==> config.mk <==
export PLATFORM = sky130hd
export DESIGN_NAME = legacy_route_dec
export DESIGN_NICKNAME = d
export VERILOG_FILES = /design/src/rtl/lrd_pkg.sv /design/src/rtl/lrd_window_match.sv /design/src/rtl/lrd_legacy_match.sv /design/src/rtl/legacy_route_dec.sv
export SDC_FILE = /design/constraint.sdc
export NUM_CORES = 1
export LEC_CHECK = 0
export BUFFER_PORTS_ARGS = -buffer_cell sky130_fd_sc_hd__buf_2
export CAP_MARGIN = 20
export CORE_MARGIN = 2
export CORE_UTILIZATION = 51
export DETAILED_ROUTE_END_ITERATION = 6
export GPL_ROUTABILITY_DRIVEN = 1
export PLACE_DENSITY_LB_ADDON = 0.08
export SYNTH_ARGS = -nofsm -noshare
export SYNTH_HDL_FRONTEND = slang
export SYNTH_SLANG_ARGS = --single-unit
==> constraint.sdc <==
create_clock -name clk -period 3.1 [get_ports clk]
set_input_delay 0.62 -clock clk [delete_from_list [all_inputs] [get_ports clk]]
set_output_delay 0.62 -clock clk [all_outputs]
set_load 0.02 [all_outputs]
==> src/rtl/lrd_pkg.sv <==
package lrd_pkg;

    typedef enum logic {
        DEST_HUB = 1'b0,
        DEST_GFX = 1'b1
    } lrd_dest_e;

    typedef struct packed {
        logic      vld;
        lrd_dest_e dest;
        logic      bad;
    } lrd_state_t;

    localparam logic [31:0] VGA_MEM_LO = 32'h000A_0000;
    localparam logic [31:0] VGA_MEM_HI = 32'h000B_FFFF;
    localparam logic [31:0] MON_MEM_LO = 32'h000B_0000;
    localparam logic [31:0] MON_MEM_HI = 32'h000B_7FFF;

    localparam logic [9:0] VGA_IO_A_LO = 10'h3B0;
    localparam logic [9:0] VGA_IO_A_HI = 10'h3BB;
    localparam logic [9:0] VGA_IO_B_LO = 10'h3C0;
    localparam logic [9:0] VGA_IO_B_HI = 10'h3DF;
    localparam logic [9:0] MON_IO_A_LO = 10'h3B4;
    localparam logic [9:0] MON_IO_A_HI = 10'h3B5;
    localparam logic [9:0] MON_IO_B_LO = 10'h3B8;
    localparam logic [9:0] MON_IO_B_HI = 10'h3BF;
    localparam logic [9:0] GAP_IO_LO   = 10'h3BC;
    localparam logic [9:0] GAP_IO_HI   = 10'h3BF;

endpackage

==> src/rtl/lrd_window_match.sv <==
module lrd_window_match #(
    parameter int W = 16
) (
    input  logic [W-1:0] value,
    input  logic [W-1:0] lo,
    input  logic [W-1:0] hi,
    output logic         hit
);
    always_comb begin
        hit = (value >= lo) && (value <= hi);
    end
endmodule

==> src/rtl/lrd_legacy_match.sv <==
module lrd_legacy_match
    import lrd_pkg::*;
#(
    parameter int ADDR_W = 32
) (
    input  logic              is_io,
    input  logic [ADDR_W-1:0] addr,
    output logic              vga_hit,
    output logic              mon_hit,
    output logic              gap_hit
);
    localparam int LEG_BITS = 10;

    logic [LEG_BITS-1:0] low_bits;
    logic vga_io, mon_io, vga_mem, mon_mem;

    always_comb begin
        low_bits = addr[LEG_BITS-1:0];
        vga_io  = ((low_bits >= VGA_IO_A_LO) && (low_bits <= VGA_IO_A_HI)) ||
                  ((low_bits >= VGA_IO_B_LO) && (low_bits <= VGA_IO_B_HI));
        mon_io  = ((low_bits >= MON_IO_A_LO) && (low_bits <= MON_IO_A_HI)) ||
                  ((low_bits >= MON_IO_B_LO) && (low_bits <= MON_IO_B_HI));
        vga_mem = (addr >= ADDR_W'(VGA_MEM_LO)) && (addr <= ADDR_W'(VGA_MEM_HI));
        mon_mem = (addr >= ADDR_W'(MON_MEM_LO)) && (addr <= ADDR_W'(MON_MEM_HI));
        vga_hit = is_io ? vga_io : vga_mem;
        mon_hit = is_io ? mon_io : mon_mem;
        gap_hit = is_io && (low_bits >= GAP_IO_LO) && (low_bits <= GAP_IO_HI);
    end
endmodule

==> src/rtl/legacy_route_dec.sv <==
module legacy_route_dec
    import lrd_pkg::*;
#(
    parameter int ADDR_W = 32,
    parameter int IO_W   = 16
) (
    input  logic              clk,
    input  logic              rst_n,
    input  logic              req_vld,
    input  logic              req_is_io,
    input  logic [ADDR_W-1:0] req_addr,
    input  logic              vga_en,
    input  logic              mda_en,
    input  logic              isa_en,
    input  logic [IO_W-1:0]   io_lo,
    input  logic [IO_W-1:0]   io_hi,
    input  logic [ADDR_W-1:0] mem_lo,
    input  logic [ADDR_W-1:0] mem_hi,
    output logic              rsp_vld,
    output logic              rsp_to_gfx,
    output logic              cfg_bad
);
    localparam int BLK_MSB = 9;
    localparam int BLK_LSB = 8;

    logic vga_hit, mon_hit, gap_hit;
    logic io_win_hit, mem_win_hit, isa_hole;
    lrd_state_t st_d, st_q;

    lrd_legacy_match #(.ADDR_W(ADDR_W)) u_legacy (
        .is_io   (req_is_io),
        .addr    (req_addr),
        .vga_hit (vga_hit),
        .mon_hit (mon_hit),
        .gap_hit (gap_hit)
    );

    lrd_window_match #(.W(IO_W)) u_io_win (
        .value (req_addr[IO_W-1:0]),
        .lo    (io_lo),
        .hi    (io_hi),
        .hit   (io_win_hit)
    );

    lrd_window_match #(.W(ADDR_W)) u_mem_win (
        .value (req_addr),
        .lo    (mem_lo),
        .hi    (mem_hi),
        .hit   (mem_win_hit)
    );

    always_comb begin
        isa_hole = isa_en && (req_addr[BLK_MSB:BLK_LSB] != 2'b00);
        st_d      = '0;
        st_d.vld  = req_vld;
        st_d.bad  = mda_en && !vga_en;
        st_d.dest = DEST_HUB;
        if (req_vld) begin
            if (vga_en && mda_en && mon_hit) begin
                st_d.dest = DEST_HUB;
            end else if (vga_en && gap_hit) begin
                st_d.dest = DEST_HUB;
            end else if (vga_en && vga_hit) begin
                st_d.dest = DEST_GFX;
            end else if (req_is_io) begin
                st_d.dest = (io_win_hit && !isa_hole) ? DEST_GFX : DEST_HUB;
            end else begin
                st_d.dest = mem_win_hit ? DEST_GFX : DEST_HUB;
            end
        end
    end

    always_ff @(posedge clk) begin
        if (!rst_n) begin
            st_q <= '0;
        end else begin
            st_q <= st_d;
        end
    end

    assign rsp_vld    = st_q.vld;
    assign rsp_to_gfx = (st_q.dest == DEST_GFX);
    assign cfg_bad    = st_q.bad;

endmodule

==> Implementation_results.wiki, run 1 <==
{| class="wikitable"
! Metric !! Value
|-
| Warnings, synthesis || 0
|-
| Buffers inserted by post-CTS timing repair || 0
|-
| Number of optimization iterations in the first detailed-route pass || 4
|-
| Synth async-reset ratio || 0
|-
| HPWL after detailed placement || approximately 6.4 mm
|-
| Setup crit end kind || register
|-
| Post-route cell area || between 3000 and 4000 µm²
|-
| Cells after DPL || about 570
|-
| Most frequent cell after synthesis || sky130_fd_sc_hd__inv_1
|-
| Share of the synthesized area in the top cell type || 0.456
|-
| Clock-pin slew on the worst setup and hold paths || 0.03 ns
|-
| Maximum ir drop on the vdd rail || 0.129 mV
|-
| CP Data Required Time || around 3.2 ns
|-
| Setup repair after global routing missed its margin || no
|-
| Total of endpoints with negative setup slack in the final report || 0
|-
| P per Cell Area || around 160 nW/µm²
|-
| Die Ht || ~76 µm
|-
| Highest attainable clock frequency || 413 MHz
|-
| Clock Sink Count || 3
|-
| Global-route wire length before repair || 10.8 mm
|-
| Total negative slack for setup checks || 0 ns
|-
| Tightest slew margin relative to the limit || 0.701
|-
| Most instantiated flip-flop cell in the synthesis netlist || sky130_fd_sc_hd__dfxtp_1
|-
| Cell types with the largest area share after synthesis || sky130_fd_sc_hd__ha_1 46%, sky130_fd_sc_hd__inv_1 14%, sky130_fd_sc_hd__a21oi_1 6.5%
|-
| Number of hold buffers added after cts || 0
|-
| Number of top-level pins || roughly 140
|-
| Area Growth Syn to Fin || 31.1%
|-
| Post-synthesis cell area || 2630 µm²
|-
| Total Wirelength || 6.94 mm
|-
| Minimum period implied by the final worst setup slack || between 2 and 2.5 ns
|-
| Cell leakage power || 2.16 nW
|-
| Transition time of the tightest slew-check pin || 0.443 ns
|-
| Largest fanout on the critical path || 3
|-
| Final GP Congestion || about 0.86
|-
| Yosys reg bits || 3
|-
| Cell count of the worst hold path || 2
|-
| Period utilisation layout || 0.780
|-
| Synth Instances || around 360
|-
| Most common library cells after synthesis || 99 x sky130_fd_sc_hd__inv_1, 96 x sky130_fd_sc_hd__ha_1, 34 x sky130_fd_sc_hd__a21oi_1
|-
| Global-route total usage across every layer || 0.239
|-
| Post-DR wirelength/cell || about 12 µm
|-
| Synthesized netlist net count || approximately 600
|-
| Post-route non-filler standard cell count || between 500 and 600
|-
| Placed instance area || about 3400 µm²
|-
| Vias in the first global route || 2640
|-
| Diodes inserted || 0
|-
| Final hold violation count || 0
|-
| Largest net degree at the start of global routing || 8
|-
| Total number of vias || 2953
|-
| Run status || completed
|-
| Vias per std cell || ~5.1
|-
| Final number of max-transition violations || 0
|-
| Critical path start-end classification || input port to register
|-
| Number of antenna violations at the first check in global routing || 0
|-
| Share of cells above drive strength 1 || 0.283
|-
| First-iteration detailed-routing DRC count || approximately 100
|-
| Startpoint kind of the worst setup timing path || input port
|-
| Post-synthesis sequential area ratio || 0.0228
|-
| TritonCTS buffer count || 3
|-
| Number of maximum-capacitance violations || 0
|-
| Starting Density || 0.522
|-
| Clk buf depth || 2
|-
| GR Overflow Total || 0
|-
| Arrival time worst endpoint || 2.55 ns
|-
| Chip width || approximately 76 µm
|-
| Number of nets still failing antenna checks after routing || 0
|-
| Post-layout net count || between 700 and 800
|-
| Total core area || between 5000 and 6000 µm²
|-
| Setup WS pre-CTS || ~0.45 ns
|-
| Hold path start || req_vld
|-
| Synth area leader || sky130_fd_sc_hd__ha_1
|-
| Number of placement rows || 26
|-
| Distinct cell type count of the synthesized netlist || 43
|-
| CTS Root Buffer Type || sky130_fd_sc_hd__clkbuf_8
|-
| IO Port Bufs || between 100 and 150
|-
| DRC violation count after routing || 0
|-
| Hold worst-path end || rsp_vld
|-
| Die area || 5750 µm²
|-
| Maximum level of the CTS H-tree || 1
|-
| Filler cell count in the final layout || about 450
|-
| Average instance area after synthesis || approximately 7.2 µm²
|-
| Class of the tightest hold or removal check || input port to register
|-
| TritonCTS clock tree || yes
|-
| Number of flops mapped to enable cells by yosys || 0
|-
| Number of cells upsized or downsized after cts || 0
|-
| Final WS setup || 0.681 ns
|}
==> report_power, final <==
group	internal [W]	switching (W)
logic	0.000192	0.000202
clock network	0.0000879	0.0000285
registers	0.0000407	0.000000368
total	0.000320	0.000231
==> metal layers <==
metal,vias to the layer above,global-route usage,share of wire
li1,1584,-,-
met1,1250,0.308,0.47
met2,106,0.437,0.46
met3,13,0.0119,0.062
met4,0,0.0526,0.015
met5,-,0,0
==> registers in the layout (all words and copies together) (netlist names) <==
| name | cells |
|---|---|
| cfg_bad | 1 |
| rsp_to_gfx | 1 |
| rsp_vld | 1 |
==> placed cells by master, fill, tap and decap left out, drive strengths merged, types with 3 or more instances in the layout <==
cell type	synthesis	layout
buf	0	137
nor4	3	3
clkbuf	0	4
nand4	14	14
ha	96	96
a21oi	34	34
inv	99	99
o21a	3	3
a221o	4	4
nor3	3	3
nand2	21	21
a21o	5	5
dfxtp	3	3
and4	6	6
o21ai	13	13
nor2	7	7
a21boi	3	3
a211oi	3	3
nand3	14	14
==> worst max-delay path, cell delays in order <==
cell,delay [ns]
sky130_fd_sc_hd__buf_2,0.12
sky130_fd_sc_hd__ha_1,0.31
sky130_fd_sc_hd__and4_1,0.24
sky130_fd_sc_hd__nand4_1,0.14
sky130_fd_sc_hd__or4_1,0.51
sky130_fd_sc_hd__o32ai_1,0.27
sky130_fd_sc_hd__o21ai_1,0.13
sky130_fd_sc_hd__nor4_2,0.21
==> logic make-up after synthesis <==
kind of cell    after synthesis  share of synthesized area
buf+inv                      99                      0.141
flops                         3                     0.0228
fa+ha+maj                    96                      0.456
simple gates                 82                      0.175
compound gates               84                      0.204
==> cell type report <==
class	count	area [µm²]	share of cell area
Multi-Input combinational cell	262	2200	0.638
Timing Repair Buffer	137	686	0.199
Inverter	99	372	0.108
Tap cell	70	87.6	0.0254
Sequential cell	3	60.1	0.0174
Clock buffer	4	45.0	0.0131
==> per-stage QoR <==
stage | utilization | hold WS, ns | power, W
final | 0.684 | 0.646 | 0.000552
after global routing | 0.684 | 0.650 | 0.000621
after CTS | 0.684 | 0.642 | 0.000556
after detailed placement | 0.675 | 0.865 | 0.000436
after global placement | 0.675 | 0.873 | 0.000419
after floorplan | - | 0.758 | 0.000266
==> how the worst max path moves through the flow <==
stage | startpoint | end | cells past startpoint
after detailed placement | req_addr[23] | rsp_to_gfx | 8
after CTS | req_addr[23] | rsp_to_gfx | 8
after global placement | req_addr[22] | rsp_to_gfx | 8
after global routing | req_addr[22] | rsp_to_gfx | 8
final | req_addr[23] | rsp_to_gfx | 8
after floorplan | mem_lo[21] | rsp_to_gfx | 8
Power figures use the tool's default switching activity.
==> inputs of run 2 (changes only) <==
Settings changed: CORE_UTILIZATION 51 to 43.
Clock period 3.1 ns to 2.1 ns, I/O delays scaled along.
==> Implementation_results.wiki, run 2 (synthesized netlist as in run 1, its figures left out) <==
{| class="wikitable"
! Metric !! Value
|-
| Run status || completed (unchanged)
|-
| Number of optimization iterations in the first detailed-route pass || 4 (unchanged)
|-
| Vias in the first global route || 2882 (was 2640)
|-
| Diodes inserted || 0 (unchanged)
|-
| Total of endpoints with negative setup slack in the final report || 0 (unchanged)
|-
| Setup WS pre-CTS || -0.327 ns (was 0.448 ns)
|-
| TritonCTS clock tree || yes (unchanged)
|-
| Final hold violation count || 0 (unchanged)
|-
| Number of antenna violations at the first check in global routing || 0 (unchanged)
|-
| Clock-pin slew on the worst setup and hold paths || 0.03 ns (about the same)
|-
| HPWL after detailed placement || 6.98 mm (was 6.44 mm)
|-
| Transition time of the tightest slew-check pin || 0.494 ns (was 0.443 ns)
|-
| Commonest cells after routing, fill and taps aside || 137 x sky130_fd_sc_hd__buf_2, 99 x sky130_fd_sc_hd__inv_1, 96 x sky130_fd_sc_hd__ha_1 (unchanged)
|-
| Final number of max-transition violations || 0 (unchanged)
|-
| Global-route total usage across every layer || 0.219 (was 0.239)
|-
| GR Overflow Total || 0 (unchanged)
|-
| Area Growth Syn to Fin || 45.4% (was 31.1%)
|-
| GR peak layer || met2 (unchanged)
|-
| Period utilisation layout || 0.996
|-
| Hold path start || req_vld (unchanged)
|-
| Total core area || 5920 µm² (was 5040 µm²)
|-
| Final WS setup || 0.00851 ns (was 0.681 ns)
|-
| Clock Sink Count || 3 (unchanged)
|-
| Vias per std cell || 4.97 (was 5.14)
|-
| Buffers inserted by post-CTS timing repair || 0 (unchanged)
|-
| Die area || 6760 µm² (was 5750 µm²)
|-
| Largest net degree at the start of global routing || 6 (was 8)
|-
| DRC violation count after routing || 0 (unchanged)
|-
| Post-DR wirelength/cell || 12.0 µm (was 12.1 µm)
|-
| Global-route wire length before repair || 11.8 mm (was 10.8 mm)
|-
| Chip width || 82.2 µm (was 75.8 µm)
|-
| Critical path start-end classification || input port to register (unchanged)
|-
| PnR Total Power || 0.000893 W (was 0.000552 W)
|-
| Total number of vias || 3108 (was 2953)
|-
| Cells after DPL || 621 (was 571)
|-
| Total net switching power || 0.000360 W (was 0.000231 W)
|-
| Starting Density || 0.445 (was 0.522)
|-
| Worst setup path startpoint || req_addr[5] (was req_addr[23])
|-
| Arrival time worst endpoint || 2.22 ns (was 2.55 ns)
|-
| Number of placement rows || 28 (was 26)
|-
| Share of cells above drive strength 1 || 0.349 (was 0.283)
|-
| Proportion of total power due to net switching || 0.403 (was 0.419)
|-
| Total Wirelength || 7.51 mm (was 6.94 mm)
|-
| Cell internal pwr || 0.000533 W (was 0.000320 W)
|-
| Worst hold margin || 0.432 ns (was 0.646 ns)
|-
| Class of the tightest hold or removal check || input port to register (unchanged)
|-
| Maximum level of the CTS H-tree || 1 (unchanged)
|-
| Sequential group share of total power || 0.068 (was 0.075)
|-
| Setup repair after global routing missed its margin || yes (was no)
|-
| Maximum ir drop on the vdd rail || 0.127 mV (was 0.129 mV)
|-
| Number of nets still failing antenna checks after routing || 0 (unchanged)
|-
| Setup crit end kind || register (unchanged)
|-
| Minimum period implied by the final worst setup slack || 2.09 ns
|-
| Most frequent standard cell in the layout excluding fill and tap cells || sky130_fd_sc_hd__buf_2 (unchanged)
|-
| Number of top-level pins || 138 (unchanged)
|-
| Die Ht || 82.2 µm (was 75.8 µm)
|-
| Cell leakage power || 2.40 nW (was 2.16 nW)
|-
| Number of maximum-capacitance violations || 0 (unchanged)
|-
| Power share of the clock group || 0.191 (was 0.211)
|-
| GR met2 Demand/Resource || 0.389 (was 0.437)
|-
| CP Data Required Time || 2.23 ns (was 3.23 ns)
|-
| CTS Root Buffer Type || sky130_fd_sc_hd__clkbuf_8 (unchanged)
|-
| Met3 usage || 0.00761 (was 0.0119)
|-
| P per Cell Area || 233 nW/µm² (was 160 nW/µm²)
|-
| Highest attainable clock frequency || ~480 MHz
|-
| Routing usage on met1 || 0.297 (was 0.308)
|-
| IO Port Bufs || 137 (unchanged)
|-
| Core Util, Final || 0.646 (was 0.684)
|-
| First-iteration detailed-routing DRC count || 64 (was 102)
|-
| Number of hold buffers added after cts || 0 (unchanged)
|-
| Final GP Congestion || 0.829 (was 0.859)
|-
| Startpoint kind of the worst setup timing path || input port (unchanged)
|-
| Post-layout net count || 782 (was 737)
|-
| Largest fanout on the critical path || 2 (was 3)
|-
| Tightest slew margin relative to the limit || 0.670 (was 0.701)
|-
| TritonCTS buffer count || 3 (unchanged)
|-
| Post-route non-filler standard cell count || 625 (was 575)
|-
| Clk buf depth || 2 (unchanged)
|-
| Combinational share of power || 0.741 (was 0.714)
|}
run 2: worst paths after layout:
path                  cells after the start    endpoint
worst max-delay path                      8  rsp_to_gfx
worst min-delay path                      2     rsp_vld
run 2: layer usage:
metal | wire (µm) | up-vias
met5 | 0 | -
li1 | - | 1671
met3 | 381 | 4
met1 | 3580 | 1347
met4 | 40 | 0
met2 | 3500 | 86
run 2: what timing repair did:
item,CTS,global route
gates cloned,0,0
setup endpoints to repair,1,1
pin swaps,5,0
gates resized for setup,4,3
run 2: area by class of cell:
class                           count  area (µm²)
Clock buffer                        4        45.0
Fill cell                         567        2090
Inverter                           99         372
Multi-Input combinational cell    262        2230
Sequential cell                     3        60.1
Tap cell                           75        93.8
Timing Repair Buffer              182        1020
run 2: worst max-delay path: stages:
cell and delay [ns]:
sky130_fd_sc_hd__buf_2 0.11, sky130_fd_sc_hd__ha_1 0.32, sky130_fd_sc_hd__a21oi_1 0.18, sky130_fd_sc_hd__o21ai_0 0.15, sky130_fd_sc_hd__a221o_1 0.32, sky130_fd_sc_hd__o311ai_1 0.31
sky130_fd_sc_hd__a21boi_1 0.13, sky130_fd_sc_hd__nor4_2 0.28
run 2: stage by stage:
step                TNS [ns]  instance area [µm²]
floorplan                  0                 2630
global placement      -0.236                 3750
detailed placement    -0.327                 3750
CTS                        0                 3810
global route         -0.0956                 3830
finish                     0                 3830
run 2: power groups by stage:
stage | logic, W | registers (W) | clock network [W]
2_1_floorplan | 0.000327 | 0.0000651 | 0
3_3_place_gp | 0.000637 | 0.0000618 | 0
3_5_place_dp | 0.000655 | 0.0000617 | 0
4_1_cts | 0.000662 | 0.0000609 | 0.000173
5_1_grt | 0.000759 | 0.0000613 | 0.000175
6_report | 0.000661 | 0.0000610 | 0.000170
==> inputs of run 3 (changes only) <==
Settings changed: BUFFER_PORTS_ARGS -buffer_cell sky130_fd_sc_hd__buf_2 to unset, CORE_UTILIZATION 43 to 55, DONT_BUFFER_PORTS set to 1.
==> Implementation_results.wiki, run 3 (synthesized netlist as in run 1, its figures left out) <==
{| class="wikitable"
! Metric !! Value
|-
| Setup repair after global routing missed its margin || no (was yes)
|-
| Class of the tightest hold or removal check || input port to register (unchanged)
|-
| IO Port Bufs || 0 (was 137)
|-
| Worst path cell trace || inv_1, ha_1, and4_1, nand4_1, or4_4, o32ai_4, o21ai_1, nor4_2 (was buf_2, ha_1, a21oi_1, o21ai_0, a221o_1, o311ai_1, a21boi_1, nor4_2)
|-
| Largest net degree at the start of global routing || 8 (was 6)
|-
| DRC violation count after routing || 0 (unchanged)
|-
| Total core area || 4660 µm² (was 5920 µm²)
|-
| Share of cells above drive strength 1 || 0.0400 (was 0.349)
|-
| Number of hold buffers added after cts || 0 (unchanged)
|-
| Family with the most delay on the worst path || simple AND/OR/NAND/NOR gates (was compound AO/OA/AOI/OAI gates)
|-
| Period utilisation layout || 0.949 (was 0.996)
|-
| Chip width || 73.2 µm (was 82.2 µm)
|-
| Clock Sink Count || 3 (unchanged)
|-
| Final GP Congestion || 0.804 (was 0.829)
|-
| HPWL after detailed placement || 5.90 mm (was 6.98 mm)
|-
| Maximum ir drop on the vdd rail || 0.177 mV (was 0.127 mV)
|-
| Buffers inserted by post-CTS timing repair || 0 (unchanged)
|-
| Starting Density || 0.565 (was 0.445)
|-
| P per Cell Area || 238 nW/µm² (was 233 nW/µm²)
|-
| Number of antenna violations at the first check in global routing || 0 (unchanged)
|-
| TritonCTS buffer count || 3 (unchanged)
|-
| Total of endpoints with negative setup slack in the final report || 0 (unchanged)
|-
| CTS Root Buffer Type || sky130_fd_sc_hd__clkbuf_8 (unchanged)
|-
| Minimum period implied by the final worst setup slack || 1.99 ns (was 2.09 ns)
|-
| Final hold violation count || 0 (unchanged)
|-
| Total Wirelength || 6.41 mm (was 7.51 mm)
|-
| Worst hold margin || 0.379 ns (was 0.432 ns)
|-
| Number of cells upsized or downsized after cts || 0 (was 4)
|-
| Commonest cells after routing, fill and taps aside || 99 x sky130_fd_sc_hd__inv_1, 96 x sky130_fd_sc_hd__ha_1, 34 x sky130_fd_sc_hd__a21oi_1 (was 137 x sky130_fd_sc_hd__buf_2, 99 x sky130_fd_sc_hd__inv_1, 96 x sky130_fd_sc_hd__ha_1)
|-
| Most frequent standard cell in the layout excluding fill and tap cells || sky130_fd_sc_hd__inv_1 (was sky130_fd_sc_hd__buf_2)
|-
| Number of top-level pins || 138 (unchanged)
|-
| Final number of max-transition violations || 0 (unchanged)
|-
| Global-route total usage across every layer || 0.232 (was 0.219)
|-
| Die Ht || 73.2 µm (was 82.2 µm)
|-
| Placed instance area || 2750 µm² (was 3750 µm²)
|-
| Core Util, Final || 0.605 (was 0.646)
|-
| Number of maximum-capacitance violations || 0 (unchanged)
|-
| Worst Path Buf+Inv || 1 (unchanged)
|-
| Critical path start-end classification || input port to register (unchanged)
|-
| TritonCTS clock tree || yes (unchanged)
|-
| Post-layout net count || 607 (was 782)
|-
| Transition time of the tightest slew-check pin || 0.509 ns (was 0.494 ns)
|-
| Clk buf depth || 2 (unchanged)
|-
| Clock-pin slew on the worst setup and hold paths || 0.04 ns (was 0.03 ns)
|-
| PnR Total Power || 0.000672 W (was 0.000893 W)
|-
| Arrival time worst endpoint || 2.13 ns (was 2.22 ns)
|-
| Highest attainable clock frequency || 502 MHz (was 478 MHz)
|-
| Tightest slew margin relative to the limit || 0.657 (was 0.670)
|-
| Die area || 5360 µm² (was 6760 µm²)
|-
| Setup crit end kind || register (unchanged)
|-
| GR Overflow Total || 0 (unchanged)
|-
| Diodes inserted || 0 (unchanged)
|-
| Post-route cell area || 2820 µm² (was 3830 µm²)
|-
| Global-route wire length before repair || 10.1 mm (was 11.8 mm)
|-
| Vias in the first global route || 2461 (was 2882)
|-
| Cell leakage power || 1.65 nW (was 2.40 nW)
|-
| Slowest CP cell || sky130_fd_sc_hd__or4_4 (was sky130_fd_sc_hd__ha_1)
|-
| Slowest cell delay on critical path || 0.55 ns (was 0.32 ns)
|-
| Vias per std cell || 5.89 (was 4.97)
|-
| Largest fanout on the critical path || 2 (unchanged)
|-
| Maximum level of the CTS H-tree || 1 (unchanged)
|-
| Run status || completed (unchanged)
|-
| Worst setup path startpoint || mem_lo[22] (was req_addr[5])
|-
| Number of placement rows || 25 (was 28)
|-
| CP Data Required Time || 2.23 ns (about the same)
|-
| Startpoint kind of the worst setup timing path || input port (unchanged)
|-
| Total number of vias || 2527 (was 3108)
|-
| First-iteration detailed-routing DRC count || 82 (was 64)
|-
| Area Growth Syn to Fin || 7.13% (was 45.4%)
|-
| Hold path start || req_vld (unchanged)
|-
| Number of nets still failing antenna checks after routing || 0 (unchanged)
|-
| Number of optimization iterations in the first detailed-route pass || 4 (unchanged)
|-
| Post-DR wirelength/cell || 14.9 µm (was 12.0 µm)
|}
## run 3: report_power, final
group	total, W	internal [W]	switching (W)
Combinational	0.000432	0.000208	0.000224
Clock	0.000175	0.000130	0.0000451
Sequential	0.0000646	0.0000601	0.00000447
Total	0.000672	0.000398	0.000274
## run 3: cell type report
type / count / area, µm²
Timing Repair Buffer: 7 / 52.6
Inverter: 99 / 372
Tap cell: 54 / 67.6
Clock buffer: 4 / 45.0
Multi-Input combinational cell: 262 / 2220
Sequential cell: 3 / 60.1
Fill cell: 477 / 1840
## run 3: final timing paths
| check | endpoint | slack [ns] | cells after the start |
|---|---|---|---|
| hold / removal | rsp_vld | 0.38 | 1 |
| setup / recovery | rsp_to_gfx | 0.11 | 8 |
## run 3: layer usage
| metal | share of wire | wire length [µm] | vias up | GRT usage |
|---|---|---|---|---|
| met2 | 0.47 | 3020 | 100 | 0.408 |
| met4 | 0 | 0 | 0 | 0.0309 |
| met5 | 0 | 0 | - | 0 |
| met1 | 0.46 | 2940 | 1109 | 0.303 |
| met3 | 0.070 | 447 | 0 | 0.0373 |
| li1 | - | - | 1318 | - |
## run 3: stage by stage
stage	setup WS, ns	setup TNS (ns)	std cells
global route	0.00120	0	429
CTS	0.0511	0	429
detailed placement	-0.177	-0.177	425
floorplan	0.00581	0	364
finish	0.106	0	429
global placement	-0.129	-0.129	425
